===== src/rtl/flash_seq_pkg.sv =====
package flash_seq_pkg;

  typedef enum logic [1:0] {
    REG_ENC  = 2'd0,
    REG_CODE = 2'd1,
    REG_LOCK = 2'd2
  } region_e;

  localparam logic [7:0] CMD_ERASE      = 8'h20;
  localparam logic [7:0] CMD_CONFIRM    = 8'hD0;
  localparam logic [7:0] CMD_ERASE_VFY  = 8'hA0;
  localparam logic [7:0] DATA_ZERO      = 8'h00;
  localparam logic [7:0] ERASED_BYTE    = 8'hFF;
  localparam int         LOCK_COUNT     = 3;

  // Strobes from the control FSM to the datapath counters.
  typedef struct packed {
    logic    latchReq;
    logic    maskAll;
    logic    regionLoad;
    region_e regionVal;
    logic    addrInc;
    logic    useLockIdx;
    logic    pulseClr;
    logic    pulseInc;
    logic    strobeLoad;
    logic    triesClr;
    logic    triesInc;
    logic    lockPop;
  } path_ctrl_t;

  function automatic logic [7:0] lockCmd(input logic [1:0] idx);
    return 8'h60 + {2'b00, idx, 4'h0};
  endfunction

endpackage


===== src/rtl/flash_seq_path.sv =====
module flash_seq_path
  import flash_seq_pkg::*;
#(
  parameter int ENC_DEPTH   = 16,
  parameter int CODE_DEPTH  = 64,
  parameter int WIDTH_W     = 8,
  parameter int MAX_TRIES   = 49,
  parameter int LOCK_PULSES = 10,
  parameter int ADDR_W      = 6,
  parameter int TRIES_W     = 6
) (
  input  logic               clk,
  input  logic               rstN,
  input  path_ctrl_t         ctl,
  input  logic [WIDTH_W-1:0] strobeCycles,
  input  logic [2:0]         lockMask,
  input  logic [7:0]         rdData,
  output logic [1:0]         regionSel,
  output logic [ADDR_W-1:0]  cellAddr,
  output logic [1:0]         lockIdx,
  output logic [TRIES_W-1:0] eraseTries,
  output logic               addrLast,
  output logic               strobeLast,
  output logic               pulseLast,
  output logic               triesMax,
  output logic               lockMore,
  output logic               byteBad
);

  localparam int PULSE_W = (LOCK_PULSES > 1) ? $clog2(LOCK_PULSES) : 1;

  logic [WIDTH_W-1:0] widthReg;
  logic [WIDTH_W-1:0] strobeCnt;
  logic [PULSE_W-1:0] pulseCnt;
  logic [ADDR_W-1:0]  addrCnt;
  region_e            regionReg;
  logic [2:0]         remMask;
  logic [2:0]         lowBit;
  logic [TRIES_W-1:0] triesCnt;

  // Request latch: strobe width and remaining lock-bit set.
  always_ff @(posedge clk or negedge rstN) begin
    if (!rstN) begin
      widthReg <= '0;
      remMask  <= '0;
    end else begin
      if (ctl.latchReq) begin
        widthReg <= strobeCycles;
        remMask  <= ctl.maskAll ? 3'b111 : lockMask;
      end else if (ctl.lockPop) begin
        remMask <= remMask & ~lowBit;
      end
    end
  end

  assign lowBit   = remMask & (~remMask + 3'd1);
  assign lockMore = |(remMask & ~lowBit);

  always_comb begin
    lockIdx = 2'd0;
    for (int i = LOCK_COUNT - 1; i >= 0; i--) begin
      if (remMask[i]) lockIdx = 2'(i);
    end
  end

  // Strobe width counter: loaded with width-1, counts down to zero.
  always_ff @(posedge clk or negedge rstN) begin
    if (!rstN) begin
      strobeCnt <= '0;
    end else if (ctl.strobeLoad) begin
      strobeCnt <= (widthReg == '0) ? '0 : widthReg - 1'b1;
    end else if (strobeCnt != '0) begin
      strobeCnt <= strobeCnt - 1'b1;
    end
  end

  assign strobeLast = (strobeCnt == '0);

  // Lock pulse repetition counter.
  always_ff @(posedge clk or negedge rstN) begin
    if (!rstN) begin
      pulseCnt <= '0;
    end else if (ctl.pulseClr) begin
      pulseCnt <= '0;
    end else if (ctl.pulseInc) begin
      pulseCnt <= pulseCnt + 1'b1;
    end
  end

  assign pulseLast = (pulseCnt == PULSE_W'(LOCK_PULSES - 1));

  // Region and address walker.
  always_ff @(posedge clk or negedge rstN) begin
    if (!rstN) begin
      regionReg <= REG_ENC;
      addrCnt   <= '0;
    end else if (ctl.regionLoad) begin
      regionReg <= ctl.regionVal;
      addrCnt   <= '0;
    end else if (ctl.addrInc) begin
      addrCnt <= addrCnt + 1'b1;
    end
  end

  always_comb begin
    unique case (regionReg)
      REG_ENC:  addrLast = (addrCnt == ADDR_W'(ENC_DEPTH - 1));
      REG_CODE: addrLast = (addrCnt == ADDR_W'(CODE_DEPTH - 1));
      default:  addrLast = (addrCnt == ADDR_W'(LOCK_COUNT - 1));
    endcase
  end

  assign regionSel = regionReg;
  assign cellAddr  = ctl.useLockIdx ? ADDR_W'(lockIdx) : addrCnt;

  // Erase attempt counter.
  always_ff @(posedge clk or negedge rstN) begin
    if (!rstN) begin
      triesCnt <= '0;
    end else if (ctl.triesClr) begin
      triesCnt <= '0;
    end else if (ctl.triesInc) begin
      triesCnt <= triesCnt + 1'b1;
    end
  end

  assign eraseTries = triesCnt;
  assign triesMax   = (triesCnt == TRIES_W'(MAX_TRIES));
  assign byteBad    = (rdData != ERASED_BYTE);

endmodule


===== src/rtl/flash_seq_ctrl.sv =====
module flash_seq_ctrl
  import flash_seq_pkg::*;
#(
  parameter logic [7:0] PROG_CMD = 8'h50
) (
  input  logic       clk,
  input  logic       rstN,
  input  logic       startErase,
  input  logic       startLock,
  input  logic [2:0] lockMask,
  input  logic       codeLoaded,
  input  logic [1:0] regionSel,
  input  logic [1:0] lockIdx,
  input  logic       addrLast,
  input  logic       strobeLast,
  input  logic       pulseLast,
  input  logic       triesMax,
  input  logic       lockMore,
  input  logic       byteBad,
  output path_ctrl_t ctl,
  output logic       cmdLoad,
  output logic       strobe,
  output logic       rdEn,
  output logic [7:0] busByte,
  output logic       busy,
  output logic       done,
  output logic       fail
);

  typedef enum logic [3:0] {
    ST_IDLE, ST_ZP_CMD, ST_ZP_STB, ST_LK_CMD, ST_LK_STB,
    ST_ER_CMD, ST_ER_STB, ST_EV_CMD, ST_EV_READ
  } state_e;

  state_e state, stateNext;
  logic   eraseMode, eraseModeNext;
  logic   doneSet, failSet, doneClr;

  always_ff @(posedge clk or negedge rstN) begin
    if (!rstN) begin
      state     <= ST_IDLE;
      eraseMode <= 1'b0;
      done      <= 1'b0;
      fail      <= 1'b0;
    end else begin
      state     <= stateNext;
      eraseMode <= eraseModeNext;
      if (doneSet) begin
        done <= 1'b1;
        fail <= failSet;
      end else if (doneClr) begin
        done <= 1'b0;
        fail <= 1'b0;
      end
    end
  end

  always_comb begin
    stateNext     = state;
    eraseModeNext = eraseMode;
    ctl           = '0;
    ctl.regionVal = REG_ENC;
    doneSet       = 1'b0;
    failSet       = 1'b0;
    doneClr       = 1'b0;
    ctl.useLockIdx = (state == ST_LK_CMD) || (state == ST_LK_STB);
    unique case (state)
      ST_IDLE: begin
        if (startErase) begin
          ctl.latchReq   = 1'b1;
          ctl.maskAll    = 1'b1;
          ctl.triesClr   = 1'b1;
          ctl.regionLoad = 1'b1;
          ctl.regionVal  = REG_ENC;
          doneClr        = 1'b1;
          eraseModeNext  = 1'b1;
          stateNext      = ST_ZP_CMD;
        end else if (startLock) begin
          if (!codeLoaded) begin
            doneSet = 1'b1;
            failSet = 1'b1;
          end else if (lockMask == 3'b000) begin
            doneSet = 1'b1;
          end else begin
            ctl.latchReq   = 1'b1;
            ctl.pulseClr   = 1'b1;
            ctl.regionLoad = 1'b1;
            ctl.regionVal  = REG_LOCK;
            doneClr        = 1'b1;
            eraseModeNext  = 1'b0;
            stateNext      = ST_LK_CMD;
          end
        end
      end
      ST_ZP_CMD: begin
        ctl.strobeLoad = 1'b1;
        stateNext      = ST_ZP_STB;
      end
      ST_ZP_STB: begin
        if (strobeLast) begin
          if (!addrLast) begin
            ctl.addrInc = 1'b1;
            stateNext   = ST_ZP_CMD;
          end else if (regionSel == REG_ENC) begin
            ctl.regionLoad = 1'b1;
            ctl.regionVal  = REG_CODE;
            stateNext      = ST_ZP_CMD;
          end else begin
            ctl.regionLoad = 1'b1;
            ctl.regionVal  = REG_LOCK;
            ctl.pulseClr   = 1'b1;
            stateNext      = ST_LK_CMD;
          end
        end
      end
      ST_LK_CMD: begin
        ctl.strobeLoad = 1'b1;
        stateNext      = ST_LK_STB;
      end
      ST_LK_STB: begin
        if (strobeLast) begin
          if (!pulseLast) begin
            ctl.pulseInc = 1'b1;
            stateNext    = ST_LK_CMD;
          end else begin
            ctl.pulseClr = 1'b1;
            ctl.lockPop  = 1'b1;
            if (lockMore) begin
              stateNext = ST_LK_CMD;
            end else if (eraseMode) begin
              stateNext = ST_ER_CMD;
            end else begin
              doneSet   = 1'b1;
              stateNext = ST_IDLE;
            end
          end
        end
      end
      ST_ER_CMD: begin
        ctl.triesInc   = 1'b1;
        ctl.strobeLoad = 1'b1;
        stateNext      = ST_ER_STB;
      end
      ST_ER_STB: begin
        if (strobeLast) stateNext = ST_EV_CMD;
      end
      ST_EV_CMD: begin
        ctl.regionLoad = 1'b1;
        ctl.regionVal  = REG_ENC;
        stateNext      = ST_EV_READ;
      end
      ST_EV_READ: begin
        if (byteBad) begin
          if (triesMax) begin
            doneSet   = 1'b1;
            failSet   = 1'b1;
            stateNext = ST_IDLE;
          end else begin
            stateNext = ST_ER_CMD;
          end
        end else if (!addrLast) begin
          ctl.addrInc = 1'b1;
        end else if (regionSel == REG_ENC) begin
          ctl.regionLoad = 1'b1;
          ctl.regionVal  = REG_CODE;
        end else if (regionSel == REG_CODE) begin
          ctl.regionLoad = 1'b1;
          ctl.regionVal  = REG_LOCK;
        end else begin
          doneSet   = 1'b1;
          stateNext = ST_IDLE;
        end
      end
      default: stateNext = ST_IDLE;
    endcase
  end

  // Moore outputs toward the device port.
  always_comb begin
    cmdLoad = (state == ST_ZP_CMD) || (state == ST_LK_CMD) ||
              (state == ST_ER_CMD) || (state == ST_EV_CMD);
    strobe  = (state == ST_ZP_STB) || (state == ST_LK_STB) ||
              (state == ST_ER_STB);
    rdEn    = (state == ST_EV_READ);
    unique case (state)
      ST_ZP_CMD: busByte = PROG_CMD;
      ST_ZP_STB: busByte = DATA_ZERO;
      ST_LK_CMD: busByte = lockCmd(lockIdx);
      ST_LK_STB: busByte = CMD_CONFIRM;
      ST_ER_CMD: busByte = CMD_ERASE;
      ST_ER_STB: busByte = CMD_CONFIRM;
      ST_EV_CMD: busByte = CMD_ERASE_VFY;
      default:   busByte = 8'h00;
    endcase
  end

  assign busy = (state != ST_IDLE);

endmodule


===== src/rtl/flash_erase_lock_seq.sv =====
module flash_erase_lock_seq
  import flash_seq_pkg::*;
#(
  parameter int          ENC_DEPTH   = 16,
  parameter int          CODE_DEPTH  = 64,
  parameter int          WIDTH_W     = 8,
  parameter int          MAX_TRIES   = 49,
  parameter int          LOCK_PULSES = 10,
  parameter logic [7:0]  PROG_CMD    = 8'h50,
  localparam int         SPAN        = (ENC_DEPTH > CODE_DEPTH) ? ENC_DEPTH : CODE_DEPTH,
  localparam int         ADDR_W      = (SPAN > 4) ? $clog2(SPAN) : 2,
  localparam int         TRIES_W     = $clog2(MAX_TRIES + 1)
) (
  input  logic               clk,
  input  logic               rstN,
  input  logic               startErase,
  input  logic               startLock,
  input  logic [2:0]         lockMask,
  input  logic               codeLoaded,
  input  logic [WIDTH_W-1:0] strobeCycles,
  output logic               cmdLoad,
  output logic               strobe,
  output logic               rdEn,
  output logic [7:0]         busByte,
  output logic [1:0]         regionSel,
  output logic [ADDR_W-1:0]  cellAddr,
  input  logic [7:0]         rdData,
  output logic               busy,
  output logic               done,
  output logic               fail,
  output logic [TRIES_W-1:0] eraseTries
);

  path_ctrl_t ctl;
  logic [1:0] lockIdx;
  logic       addrLast, strobeLast, pulseLast, triesMax, lockMore, byteBad;

  flash_seq_ctrl #(.PROG_CMD(PROG_CMD)) ctrl_i (
    .clk(clk), .rstN(rstN),
    .startErase(startErase), .startLock(startLock),
    .lockMask(lockMask), .codeLoaded(codeLoaded),
    .regionSel(regionSel), .lockIdx(lockIdx),
    .addrLast(addrLast), .strobeLast(strobeLast), .pulseLast(pulseLast),
    .triesMax(triesMax), .lockMore(lockMore), .byteBad(byteBad),
    .ctl(ctl), .cmdLoad(cmdLoad), .strobe(strobe), .rdEn(rdEn),
    .busByte(busByte), .busy(busy), .done(done), .fail(fail)
  );

  flash_seq_path #(
    .ENC_DEPTH(ENC_DEPTH), .CODE_DEPTH(CODE_DEPTH), .WIDTH_W(WIDTH_W),
    .MAX_TRIES(MAX_TRIES), .LOCK_PULSES(LOCK_PULSES),
    .ADDR_W(ADDR_W), .TRIES_W(TRIES_W)
  ) path_i (
    .clk(clk), .rstN(rstN), .ctl(ctl),
    .strobeCycles(strobeCycles), .lockMask(lockMask), .rdData(rdData),
    .regionSel(regionSel), .cellAddr(cellAddr), .lockIdx(lockIdx),
    .eraseTries(eraseTries),
    .addrLast(addrLast), .strobeLast(strobeLast), .pulseLast(pulseLast),
    .triesMax(triesMax), .lockMore(lockMore), .byteBad(byteBad)
  );

endmodule


===== config.mk =====
export PLATFORM = sky130hd
export DESIGN_NAME = flash_erase_lock_seq
export DESIGN_NICKNAME = d
export VERILOG_FILES = /design/src/rtl/flash_seq_pkg.sv /design/src/rtl/flash_seq_path.sv /design/src/rtl/flash_seq_ctrl.sv /design/src/rtl/flash_erase_lock_seq.sv
export SDC_FILE = /design/constraint.sdc
export NUM_CORES = 1
export LEC_CHECK = 0
export ABC_CLOCK_PERIOD_IN_PS = 4110
export BUFFER_PORTS_ARGS = -buffer_cell sky130_fd_sc_hd__buf_2
export CAP_MARGIN = 20
export CORE_MARGIN = 4
export CORE_UTILIZATION = 40
export CTS_BUF_LIST = sky130_fd_sc_hd__clkbuf_8
export CTS_CLUSTER_DIAMETER = 60
export DETAILED_ROUTE_END_ITERATION = 12
export GPL_TIMING_DRIVEN = 0
export SLEW_MARGIN = 5
export SYNTH_ARGS = -nofsm -noshare
export SYNTH_HDL_FRONTEND = slang
export SYNTH_SLANG_ARGS = --single-unit

===== constraint.sdc =====
create_clock -name clk -period 4.11 [get_ports clk]
set_input_delay 1.233 -clock clk [delete_from_list [all_inputs] [get_ports clk]]
set_output_delay 1.233 -clock clk [all_outputs]
set_load 0.02 [all_outputs]

## Word-level counts from Yosys, hierarchy flattened

Cells that the tools add are included.

| cells by class | value |
|---|---|
| add/subtract/negate cells | 7 |
| equality and inequality tests | 25 |
| mux-type cells | 97 |
| bitwise logic cells | 4 |
| reduce and logical (&&, ||, !) cells | 26 |

Operators with widths:

| operator | number |
|---|---|
| two-way mux 4 bit | 16 |
| two-way mux 1 bit | 43 |
| two-way mux 3 bit | 14 |
| case mux 8 bit (5 select lines) | 1 |
| case mux 4 bit (9 select lines) | 1 |
| two-way mux 6 bit | 5 |
| two-way mux 8 bit | 3 |
| == test 4 x 3 -> 1 bit (second input constant) | 4 |
| zero test 8 bit | 2 |
| two-way mux 2 bit | 8 |
| nonzero test 2 bit | 8 |
| subtractor 8 x 1 -> 8 bit (second input constant) | 2 |
| != test 3 bit (second input constant) | 5 |
| adder 6 x 1 -> 6 bit (second input constant) | 2 |
| == test 6 bit (second input constant) | 2 |
| case mux 3 bit (4 select lines) | 1 |
| AND reduction 9 bit | 1 |
| adder 7 x 6 -> 8 bit (first input constant) | 1 |
| == test 4 x 2 -> 1 bit (second input constant) | 2 |
| == test 4 bit (second input constant) | 2 |
| != test 8 bit (second input constant) | 1 |
| nonzero test 8 bit | 1 |
| bitwise AND 3 bit | 2 |
| == test 6 x 2 -> 1 bit (second input constant) | 1 |
| 19 further kinds | 31 |

| word-level totals | value |
|---|---|
| register bits | 44 |
| input bits | 24 |
| output and inout port bits | 28 |

## Longest topological paths before layout

Gate-level depths: netlist (run 1).

| depth | value |
|---|---|
| depth in word-level cells | 11 |
| mapped depth | 7 |
| depth with buffers taken out | 7 |

## Cells and area by module

From an unflattened synthesis (run 1), not the netlist that was laid out.

| second synthesis, totals | value |
|---|---|
| cells, all modules | 307 |
| area total of the unflattened synthesis | 2829.0 um^2 |

Modules (own cells, without submodules):

| module | times used | cells each | area each (um^2) | sequential area each (um^2) |
|---|---|---|---|---|
| flash_seq_path | 1 | 202 | 2042.0 | 925.9 |
| flash_seq_ctrl | 1 | 105 | 787.0 | 175.2 |

## Worst setup path before layout (run 1)

No wires, ideal clock.

| path | value |
|---|---|
| path kind | register to output |
| start | reg ctrl_i.state[0] |
| end | out cellAddr[0] |
| arrival | 1.842 ns |
| data required time | 2.877 ns |
| setup slack | 1.035 ns |
| cell stages (with the launch flop) | 7 |
| path buffers | 2 |
| path through | dfrtp_1 clkbuf_1 clkbuf_1 nand2_1 o22a_1 nor2_1 mux2i_1 |

| on the way | value |
|---|---|
| longest elaborated chain between the ends | 3 |
| elaborated cells between the ends (all ways) | 4 |
| classes of those cells | 2 x eq/ne; 1 x mux; 1 x reduce/logical |

RTL lines:

| item | RTL line | source |
|---|---|---|
| from (decl) | flash_seq_ctrl.sv:35 | `state_e state, stateNext;` |
| from (signal assigned) | flash_seq_ctrl.sv:46 | `state <= stateNext;` |
| == test 4 x 2 -> 1 bit / == test 4 x 3 -> 1 bit (equally long branches) | flash_seq_ctrl.sv:66 | `ctl.useLockIdx = (state == ST_LK_CMD) \|\| (state == ST_LK_STB);` |
| logical OR 1 bit * | flash_seq_ctrl.sv:66 |  |
| two-way mux 6 bit * | flash_seq_path.sv:114 | `assign cellAddr = ctl.useLockIdx ? ADDR_W'(lockIdx) : addrCnt;` |
| to (decl) | flash_erase_lock_seq.sv:26 | `output logic [ADDR_W-1:0] cellAddr,` |

Mark *: on every way between the ends. The rest lies on a longest branch, timed or not.

## Final worst setup path (run 1)

Same ends and word-level chain as after synthesis.

==> run_results.csv, run 1 <==
group,metric,value,unit
cells_and_area,design_area,3440,um2
routing,via_count,2552,
sta,rsz0062_at_grt,"false",
logic_synthesis,ys_top_cells_by_area,"dfrtp_1, nor2_1, mux2_2",
logic_synthesis,yosys_warnings,0,
setup_path,arrival,2460,ps
power_and_ir_drop,clock_power_share,0.156,
floorplan,die_y,93.6,um
logic_synthesis,netlist-cell-type-count,62,
routing,drtAntennaViolNets,0,
sta,maxSlewHeadroom,0.307,
setup_path,crit_path_top_delay_cell,"nor2_1",
clock_tree,cts_made_buffers,5,
clock_tree,cts_resized,0,
logic_synthesis,syn_area_per_cell,9.14,um2
power_and_ir_drop,power,2.22,mW
power_and_ir_drop,swShare,0.435,
logic_synthesis,syn_area,2930,um2
routing,drt_pre_antenna_iters,4,
sta,fmax,271,MHz
setup_path,worstPathRequired,2880,ps
clock_tree,cts_hold_buf,0,
routing,wl_per_cell,14.9,um
place,finalWeightedCongestion,0.791,
routing,routed_wl,7110,um
clock_tree,clockBufferDepth,2,
setup_path,cp_max_fo,10,
grt,antenna_found_initial,0,
logic_synthesis,yosys_register_bits,44,
routing,drtIter0Drc,109,
setup_path,crit_top_cell,"clkbuf_1",
power_and_ir_drop,p_sw,0.967,mW
cells_and_area,fillers,701,
floorplan,core-area,6940,um2
job,maxCapViolations,0,
logic_synthesis,synth_edf_count,0,
setup_path,critPathKind,"reg2out",
logic_synthesis,syn-instance-count,321,
sta,hold_viol_final,0,
sta,slew_violations,0,
sta,tns,0,ps
cells_and_area,drive_above_1_share,0.218,
sta,setup_violations,0,
clock_tree,clockRootBuffer,"clkbuf_8",
grt,gr-total-overflow,0,
clock_tree,cts.sinks,44,
setup_path,startpoint_type,"flop",
grt,track_usage,0.170,
clock_tree,tritoncts,"done",
cells_and_area,area_growth,17.1,%
power_and_ir_drop,p_comb_frac,0.514,
floorplan,num_rows,30,
floorplan,die_area,8770,um2
power_and_ir_drop,p_leak,1.57,nW
grt,grt_pass1_wl,12000,um
grt,grt_max_degree,45,
setup_path,worst_setup_path_end_kind,"output pin",
place,place_area,3300,um2
sta,timing.final.crit_share,0.899,
setup_path,crit_family,"buffers and inverters",
power_and_ir_drop,ir_drop,0.000353,V
place,dp_hpwl,5340,um
floorplan,start_util,0.423,
sta,period_needed,3700,ps
min_path,hold_path_class,"reg2reg",
setup_path,path_buf_inv,3,
floorplan,top_level_ports,52,
setup_path,crit_path_cell_trace,"clkbuf_1 > clkbuf_1 > nand2_1 > o22a_1 > nor2_1 > mux2i_1 > buf_2",
clock_tree,cts_setup_buffers,0,
sta,worst_slew_pin_slew,1030,ps
logic_synthesis,async_flop_share,1.00,
power_and_ir_drop,powerDensity,646,nW/um2
floorplan,die_width,93.6,um
logic_synthesis,synth_top_area_share,0.375,
clock_tree,clkLatencyLatePin,300,ps
cells_and_area,fin_nets,412,
outcome,status,"finished clean",
routing,drc,0,
place,numPortBuffers,47,
power_and_ir_drop,pwr-share-seq,0.330,
cells_and_area,antennaDiodeCount,0,
logic_synthesis,seq_area_frac_synth,0.375,
clock_tree,clk_pin_slew,90,ps
logic_synthesis,synth_ff_type,"dfrtp_1",
place,placed_cells,467,
sta,fin_skew,4.02,ps
clock_tree,h-tree-depth,2,
logic_synthesis,synth_area_leader_cell,"dfrtp_1",
routing,vias_per_cell,5.36,
sta,holdWs,520,ps
cells_and_area,finalNonFillerCells,476,
grt,grt_pass1_vias,2507,
setup_path,slowest_delay,410,ps
power_and_ir_drop,intPower,1.25,mW
tightest hold or removal path: cells and delay by family, from the launching register on:
family,cells,cell delay (ps)
simple gates,2,120
flops,1,370
power by group through the flow:
stage	Clock (mW)	Sequential, mW	Combinational, mW
after floorplan	0	0.724	0.853
after global placement	0	0.737	1.13
after detailed placement	0	0.740	1.14
after CTS	0.359	0.731	1.14
after global routing	0.378	0.753	1.28
final	0.347	0.733	1.14
cells by family (layout without fill, tap and decap cells):
logic type                 Yosys count  in the layout  synth area share
and+or+nand+nor                    135            135             0.257
AOI/OAI and AO/OA                   59             59             0.146
DFF                                 44             44             0.375
buffers and inverters               34             90            0.0525
xor gates and xnor gates            21             21            0.0627
muxes                               17             17            0.0635
adders and majority gates           10             10            0.0418
other                                1              4           0.00128
synthesized netlist by cell type (3+ instances only):
library cell  count
a21oi_1          14
and2_1            4
and3_1            5
buf_4             5
clkbuf_1          9
dfrtp_1          44
ha_1              9
inv_1            19
mux2_2           11
mux2i_1           4
nand2_1          19
nand2b_1          6
nand3_1           6
nand4_1           7
nand4b_1          3
nor2_1           43
nor2b_1           6
nor3_1           11
nor4_1            4
o211ai_1          3
o21ai_0           7
o22a_1            6
o31ai_1           4
or4b_1            4
xnor2_1          10
xor2_1           11
through the flow:
| stage | utilization | setup slack [ps] |
|---|---|---|
| after floorplan | - | 1040 |
| after global placement | 0.475 | 743 |
| after detailed placement | 0.475 | 725 |
| after CTS | 0.492 | 390 |
| after global routing | 0.495 | 203 |
| final | 0.495 | 414 |
path summary, 6_finish.rpt:
check / cells after the start / to / slack (ps) / from
max in group asynchronous: 2 / ctrl_i.eraseMode / 2900 / rstN
worst max register to register: 5 / ctrl_i.fail / 1600 / ctrl_i.state[1]
worst max-delay path: 7 / cellAddr[0] / 410 / ctrl_i.state[0]
worst min-delay path: 2 / ctrl_i.done / 520 / ctrl_i.done
min in group asynchronous: 1 / path_i.addrCnt[2] / 760 / rstN
worst min register to register: 2 / ctrl_i.done / 520 / ctrl_i.done
cell type report:
class                           count  area, um2  share of cell area
Multi-Input combinational cell    246       1690               0.492
Sequential cell                    44       1100               0.320
Timing Repair Buffer               48        255              0.0743
Tap cell                           96        120              0.0350
Buffer                             15       82.6              0.0240
Inverter                           19       71.3              0.0208
Clock buffer                        5       68.8              0.0200
Clock inverter                      3       46.3              0.0135
state kept, by name, summed over array words and instances, names as in the netlist:
name	flops
path_i.eraseTries	6
ctrl_i.state	4
ctrl_i.done	1
path_i.remMask	3
path_i.pulseCnt	4
path_i.widthReg	8
ctrl_i.fail	1
path_i.strobeCnt	8
ctrl_i.eraseMode	1
path_i.regionSel	2
path_i.addrCnt	6
layout by cell type (no fill, tap or decap), types with 4 or more instances in the layout:
master / count
a21oi_1: 14
and2_1: 4
and3_1: 5
buf_2: 47
buf_4: 5
clkbuf_1: 9
clkbuf_8: 5
conb_1: 4
dfrtp_1: 44
ha_1: 9
inv_1: 19
mux2_2: 11
mux2i_1: 4
nand2_1: 19
nand2b_1: 6
nand3_1: 6
nand4_1: 7
nor2_1: 43
nor2b_1: 6
nor3_1: 11
nor4_1: 4
o21ai_0: 7
o22a_1: 6
o31ai_1: 4
or4b_1: 4
xnor2_1: 10
xor2_1: 11
layer usage:
metal,share of wire,track usage,vias up
li1,-,-,1268
met1,0.47,0.229,1210
met2,0.47,0.285,72
met3,0.053,0.0298,2
met4,0.0049,0.0397,0
met5,0,0,-
Note: power is estimated with default switching activity, not from simulation.
==> run 2, diff against run 1 <==
--- a/config.mk
+++ b/config.mk
@@ -14,6 +14,7 @@
 export CTS_CLUSTER_DIAMETER = 60
 export DETAILED_ROUTE_END_ITERATION = 12
 export GPL_TIMING_DRIVEN = 0
+export RECOVER_POWER = 100
 export SLEW_MARGIN = 5
 export SYNTH_ARGS = -nofsm -noshare
 export SYNTH_HDL_FRONTEND = slang
==> run 2 against run 1 <==
Compared with the run above: the run now ends with max-capacitance violations, max-slew violations left; global-route usage unchanged; combinational power about the same; utilization down 1.2 points; die area unchanged; critical endpoint unchanged.
==> run_results.csv, run 2 (same netlist as run 1, synthesis figures left out) <==
group,metric,value,unit
outcome,status,"finished with violations",
outcome,violations,"max-capacitance violations, max-slew violations",
clock_tree,cts_made_buffers,5,
floorplan,die_width,93.6,um
min_path,hold_path_class,"reg2reg",
place,finalWeightedCongestion,0.791,
setup_path,arrival,2530,ps
setup_path,cp-startpoint,"ctrl_i.state[0]",
cells_and_area,fin_nets,412,
floorplan,start_util,0.423,
clock_tree,tritoncts,"done",
routing,drc,0,
setup_path,worst_setup_path_end_kind,"output pin",
cells_and_area,seq_area,1100,um2
routing,drtIter0Drc,113,
grt,track_usage,0.170,
setup_path,r2r-start,"ctrl_i.state[1]",
power_and_ir_drop,powerDensity,652,nW/um2
place,dp_hpwl,5340,um
routing,wl_per_cell,15.0,um
grt,grt_pass1_vias,2507,
sta,fmax,266,MHz
grt,grt_max_degree,45,
sta,setup_violations,0,
min_path,hp-start,"ctrl_i.done",
setup_path,worstRegToRegCells,6,
place,numPortBuffers,47,
cells_and_area,area_growth,14.2,%
clock_tree,cts.sinks,44,
routing,drt_pre_antenna_iters,4,
cells_and_area,design_area,3350,um2
sta,period_needed,3760,ps
floorplan,die_area,8770,um2
clock_tree,h-tree-depth,2,
sta,slew_violations,39,
setup_path,worstPathRequired,2880,ps
setup_path,cp_max_fo,10,
setup_path,regToRegSetupSlack,750,ps
clock_tree,cts_setup_buffers,0,
sta,tns,0,ps
sta,maxSlewHeadroom,-0.399,
grt,gr-total-overflow,0,
routing,vias_per_cell,5.41,
floorplan,num_rows,30,
clock_tree,clockBufferDepth,2,
routing,via_count,2573,
power_and_ir_drop,ir_drop,0.000343,V
clock_tree,clockRootBuffer,"clkbuf_8",
floorplan,top_level_ports,52,
clock_tree,clk_pin_slew,90,ps
job,maxCapViolations,1,
setup_path,worstSetupEndpoint,"cellAddr[0]",
cells_and_area,layout_common_cells,"dfrtp_1, nor2_1, clkbuf_1, buf_2",
floorplan,core-area,6940,um2
clock_tree,cts_hold_buf,0,
sta,worst_slew_pin_slew,2100,ps
sta,timing.final.crit_share,0.915,
grt,grt_pass1_wl,12000,um
place,place_area,3300,um2
cells_and_area,finalNonFillerCells,476,
floorplan,die_y,93.6,um
sta,fin_skew,3.38,ps
cells_and_area,antennaDiodeCount,0,
setup_path,r2r-end,"path_i.regionSel[1]",
setup_path,critPathKind,"reg2out",
cells_and_area,multiInputGateArea,1660,um2
clock_tree,clkLatencyLatePin,300,ps
place,placed_cells,467,
cells_and_area,drive_above_1_share,0.134,
clock_tree,cts_resized,0,
power_and_ir_drop,p_leak,1.44,nW
cells_and_area,reg.largest.list,"path_i.strobeCnt (8), path_i.widthReg (8)",
routing,drtAntennaViolNets,0,
cells_and_area,fillers,717,
sta,rsz0062_at_grt,"false",
setup_path,startpoint_type,"flop",
sta,hold_viol_final,0,
routing,routed_wl,7130,um
cells_and_area,final_common_cell,"dfrtp_1",
grt,antenna_found_initial,0,
==> run 2: cell count changes in the layout (fill, tap and decap cells not counted), moves of 2 or more <==
cell,change
clkbuf_1,+27
buf_2,-26
o21ai_0,+3
o21ai_1,-2
==> run 2: critical path, stage by stage, from the launching register on <==
cell	delay, ps
dfrtp_1	330
clkbuf_1	300
clkbuf_1	360
nand2_1	130
o22a_1	220
nor2_1	400
mux2i_1	240
clkbuf_1	250
==> run 2: through the flow <==
step	utilization	hold WS, ps	power [mW]	worst slack (ps)
final	0.483	523	2.19	347
after global routing	0.483	554	2.37	132
after floorplan	-	515	1.58	1040
after CTS	0.492	525	2.23	390
after global placement	0.475	488	1.86	743
after detailed placement	0.475	491	1.88	725
==> run 2: final cells by class <==
class | instances | share of cell area
plain buffers | 15 | 0.0246
clock buffers | 5 | 0.0205
clock inverters | 3 | 0.0138
inverters | 19 | 0.0213
multi-input cells | 246 | 0.494
flip-flops and latches | 44 | 0.328
well taps | 96 | 0.0358
repair buffers | 48 | 0.0616
==> run 2: worst min path at each step <==
stage                             endpoint  slack [ps]  cells after the start
after global routing           ctrl_i.done         550                      2
after detailed placement       ctrl_i.done         490                      2
after CTS                      ctrl_i.done         530                      2
after global placement         ctrl_i.done         490                      2
final                          ctrl_i.done         520                      2
after floorplan           ctrl_i.eraseMode         510                      1
==> run 2: where the power goes <==
group	internal [mW]	switching [mW]
Clock	0.183	0.164
Combinational	0.464	0.644
Sequential	0.582	0.151
==> run 2: metal layers <==
layer / vias to the layer above / part of all wire / GRT usage / routed length [um]
met1: 1224 / 0.47 / 0.229 / 3320
met5: - / 0 / 0 / 0
met2: 80 / 0.46 / 0.285 / 3310
li1: 1264 / - / - / -
met4: 0 / 0.0077 / 0.0397 / 55
met3: 5 / 0.063 / 0.0298 / 449
==> run 3, diff against run 2 <==
--- a/config.mk
+++ b/config.mk
@@ -8,14 +8,14 @@
 export ABC_CLOCK_PERIOD_IN_PS = 4110
 export BUFFER_PORTS_ARGS = -buffer_cell sky130_fd_sc_hd__buf_2
 export CAP_MARGIN = 20
-export CORE_MARGIN = 4
 export CORE_UTILIZATION = 40
 export CTS_BUF_LIST = sky130_fd_sc_hd__clkbuf_8
-export CTS_CLUSTER_DIAMETER = 60
+export CTS_CLUSTER_DIAMETER = 100
 export DETAILED_ROUTE_END_ITERATION = 12
 export GPL_TIMING_DRIVEN = 0
 export RECOVER_POWER = 100
 export SLEW_MARGIN = 5
 export SYNTH_ARGS = -nofsm -noshare
 export SYNTH_HDL_FRONTEND = slang
+export SYNTH_HIERARCHICAL = 1
 export SYNTH_SLANG_ARGS = --single-unit
==> run 3 against run 2 <==
Compared with the run above: the flow still finishes with violations (max-capacitance violations, max-slew violations); total power is 2.2% lower; utilization is 0.20 points lower; sequential cell count stayed put; cell area is 2.6% lower; wire length is 14% lower; fmax is 3.7% higher; critical path depth is 1 lower; clock-buffer cell count is 1 higher; clock power hardly changed; non-clock buffer count is 2 lower; highest routed layer unchanged.
==> run_results.csv, run 3 <==
group,metric,value,unit
routing,drtAntennaViolNets,0,
power_and_ir_drop,p_leak,1.40,nW
cells_and_area,design_area,3270,um2
floorplan,start_util,0.416,
min_path,hold_path_class,"reg2reg",
sta,rsz0062_at_grt,"false",
floorplan,die_width,86.1,um
setup_path,critPathKind,"reg2out",
clock_tree,cts_resized,0,
routing,wl_per_cell,13.3,um
logic_synthesis,synth_area_leader_cell,"dfrtp_1",
logic_synthesis,seq_area_frac_synth,0.389,
setup_path,startpoint_type,"flop",
logic_synthesis,yosys_warnings,6,
logic_synthesis,yosysMostFrequentCell,"dfrtp_1",
logic_synthesis,syn_area,2830,um2
grt,grt_max_degree,45,
clock_tree,h-tree-depth,2,
logic_synthesis,syn_area_per_cell,9.21,um2
setup_path,worstPathRequired,2880,ps
clock_tree,tritoncts,"done",
place,numPortBuffers,47,
routing,via_count,2371,
sta,maxSlewHeadroom,-0.194,
floorplan,top_level_ports,52,
clock_tree,clockBufferDepth,2,
place,finalWeightedCongestion,0.863,
logic_synthesis,synth_top_area_share,0.389,
setup_path,arrival,2390,ps
routing,routed_wl,6170,um
cells_and_area,final_common_cell,"dfrtp_1",
sta,tns,0,ps
cells_and_area,area_growth,15.4,%
logic_synthesis,yosys_register_bits,44,
sta,fin_ws,482,ps
power_and_ir_drop,power,2.14,mW
floorplan,die_y,86.1,um
sta,fin_skew,3.15,ps
clock_tree,cts.sinks,44,
clock_tree,cts_setup_buffers,0,
power_and_ir_drop,ir_drop,0.000297,V
grt,antenna_found_initial,0,
sta,period_needed,3630,ps
job,maxCapViolations,1,
sta,worst_slew_pin_slew,1790,ps
cells_and_area,reg.largest.list,"path_i/strobeCnt (8), path_i/widthReg (8)",
floorplan,num_rows,30,
clock_tree,clk_pin_slew,80,ps
setup_path,worst_setup_path_end_kind,"output pin",
clock_tree,cts_hold_buf,0,
logic_synthesis,syn-instance-count,307,
routing,drc,0,
grt,gr-total-overflow,0,
outcome,violations,"max-capacitance violations, max-slew violations",
setup_path,worstRegToRegCells,11,
place,place_ws,845,ps
clock_tree,clkLatencyLatePin,300,ps
logic_synthesis,synth_ff_type,"dfrtp_1",
routing,drt_pre_antenna_iters,4,
place,dp_hpwl,4690,um
logic_synthesis,synth_common_cells,"dfrtp_1, nor2_1, nand2_1",
routing,vias_per_cell,5.13,
cells_and_area,antennaDiodeCount,0,
clock_tree,clockRootBuffer,"clkbuf_8",
logic_synthesis,async_flop_share,1.00,
min_path,hold_depth,1,
grt,grt_pass1_vias,2338,
grt,track_usage,0.181,
sta,timing.final.crit_share,0.883,
outcome,status,"finished with violations",
cells_and_area,layout_common_cells,"dfrtp_1, clkbuf_1, nor2_1, nand2_1, buf_2",
setup_path,cp_max_fo,10,
clock_tree,cts_made_buffers,5,
power_and_ir_drop,powerDensity,655,nW/um2
logic_synthesis,synth_edf_count,0,
logic_synthesis,ys_top_cells_by_area,"dfrtp_1, nor2_1, a21oi_1",
floorplan,die_area,7410,um2
cells_and_area,drive_above_1_share,0.156,
sta,slew_violations,35,
sta,setup_violations,0,
place,place_area,3200,um2
floorplan,core-area,6790,um2
logic_synthesis,netlist-cell-type-count,60,
routing,drtIter0Drc,115,
grt,grt_pass1_wl,10800,um
cells_and_area,fin_nets,397,
sta,hold_viol_final,0,
sta,fmax,276,MHz
run 3: power breakdown:
part | switching, mW | internal [mW] | total (mW) | leakage (nW)
registers | 0.177 | 0.579 | 0.756 | 0.564
logic | 0.602 | 0.435 | 1.04 | 0.772
clock network | 0.148 | 0.199 | 0.347 | 0.0614
run 3: per-layer routing:
metal,up-vias,GRT usage,part of all wire
li1,1192,-,-
met1,1111,0.250,0.49
met2,53,0.289,0.46
met3,15,0.0289,0.030
met4,0,0.0621,0.024
met5,-,0,0
run 3: worst paths after layout:
kind                                      from                  to  slack (ps)
max                            ctrl_i/state[0]         cellAddr[0]         480
min                                ctrl_i/done         ctrl_i/done         490
max reg2reg                path_i/strobeCnt[0]   path_i/addrCnt[5]         950
min reg2reg                        ctrl_i/done         ctrl_i/done         490
max in group asynchronous                 rstN  path_i/widthReg[0]        1130
min in group asynchronous                 rstN   path_i/addrCnt[4]         910
run 3: through the flow:
step,std cells,hold slack (ps),util
floorplan,310,468,-
global placement,453,466,0.470
detailed placement,453,475,0.470
CTS,461,494,0.488
global route,462,514,0.481
finish,462,489,0.481
run 3: cells by family after synthesis:
logic type | synth area share
other cells | 0.00133
mux | 0.0548
fa+ha+maj | 0.0354
simple gates | 0.246
buf+inv | 0.0509
compound gates | 0.163
flops | 0.389
xor+xnor | 0.0588
run 3: layout make-up:
cell class	count	area [um2]
Multi-Input combinational cell	235	1570
Clock inverter	2	38.8
Buffer	13	75.1
Inverter	18	67.6
Sequential cell	44	1100
Fill cell	681	3530
Clock buffer	6	82.6
Tap cell	96	120
Timing Repair Buffer	48	210
run 3: critical path, stage by stage (launching register included):
cell      delay [ps]
dfrtp_1          470
clkbuf_1         350
nor2b_1          260
a21oi_1           90
nor2_1           360
mux2_2           390
clkbuf_1         170
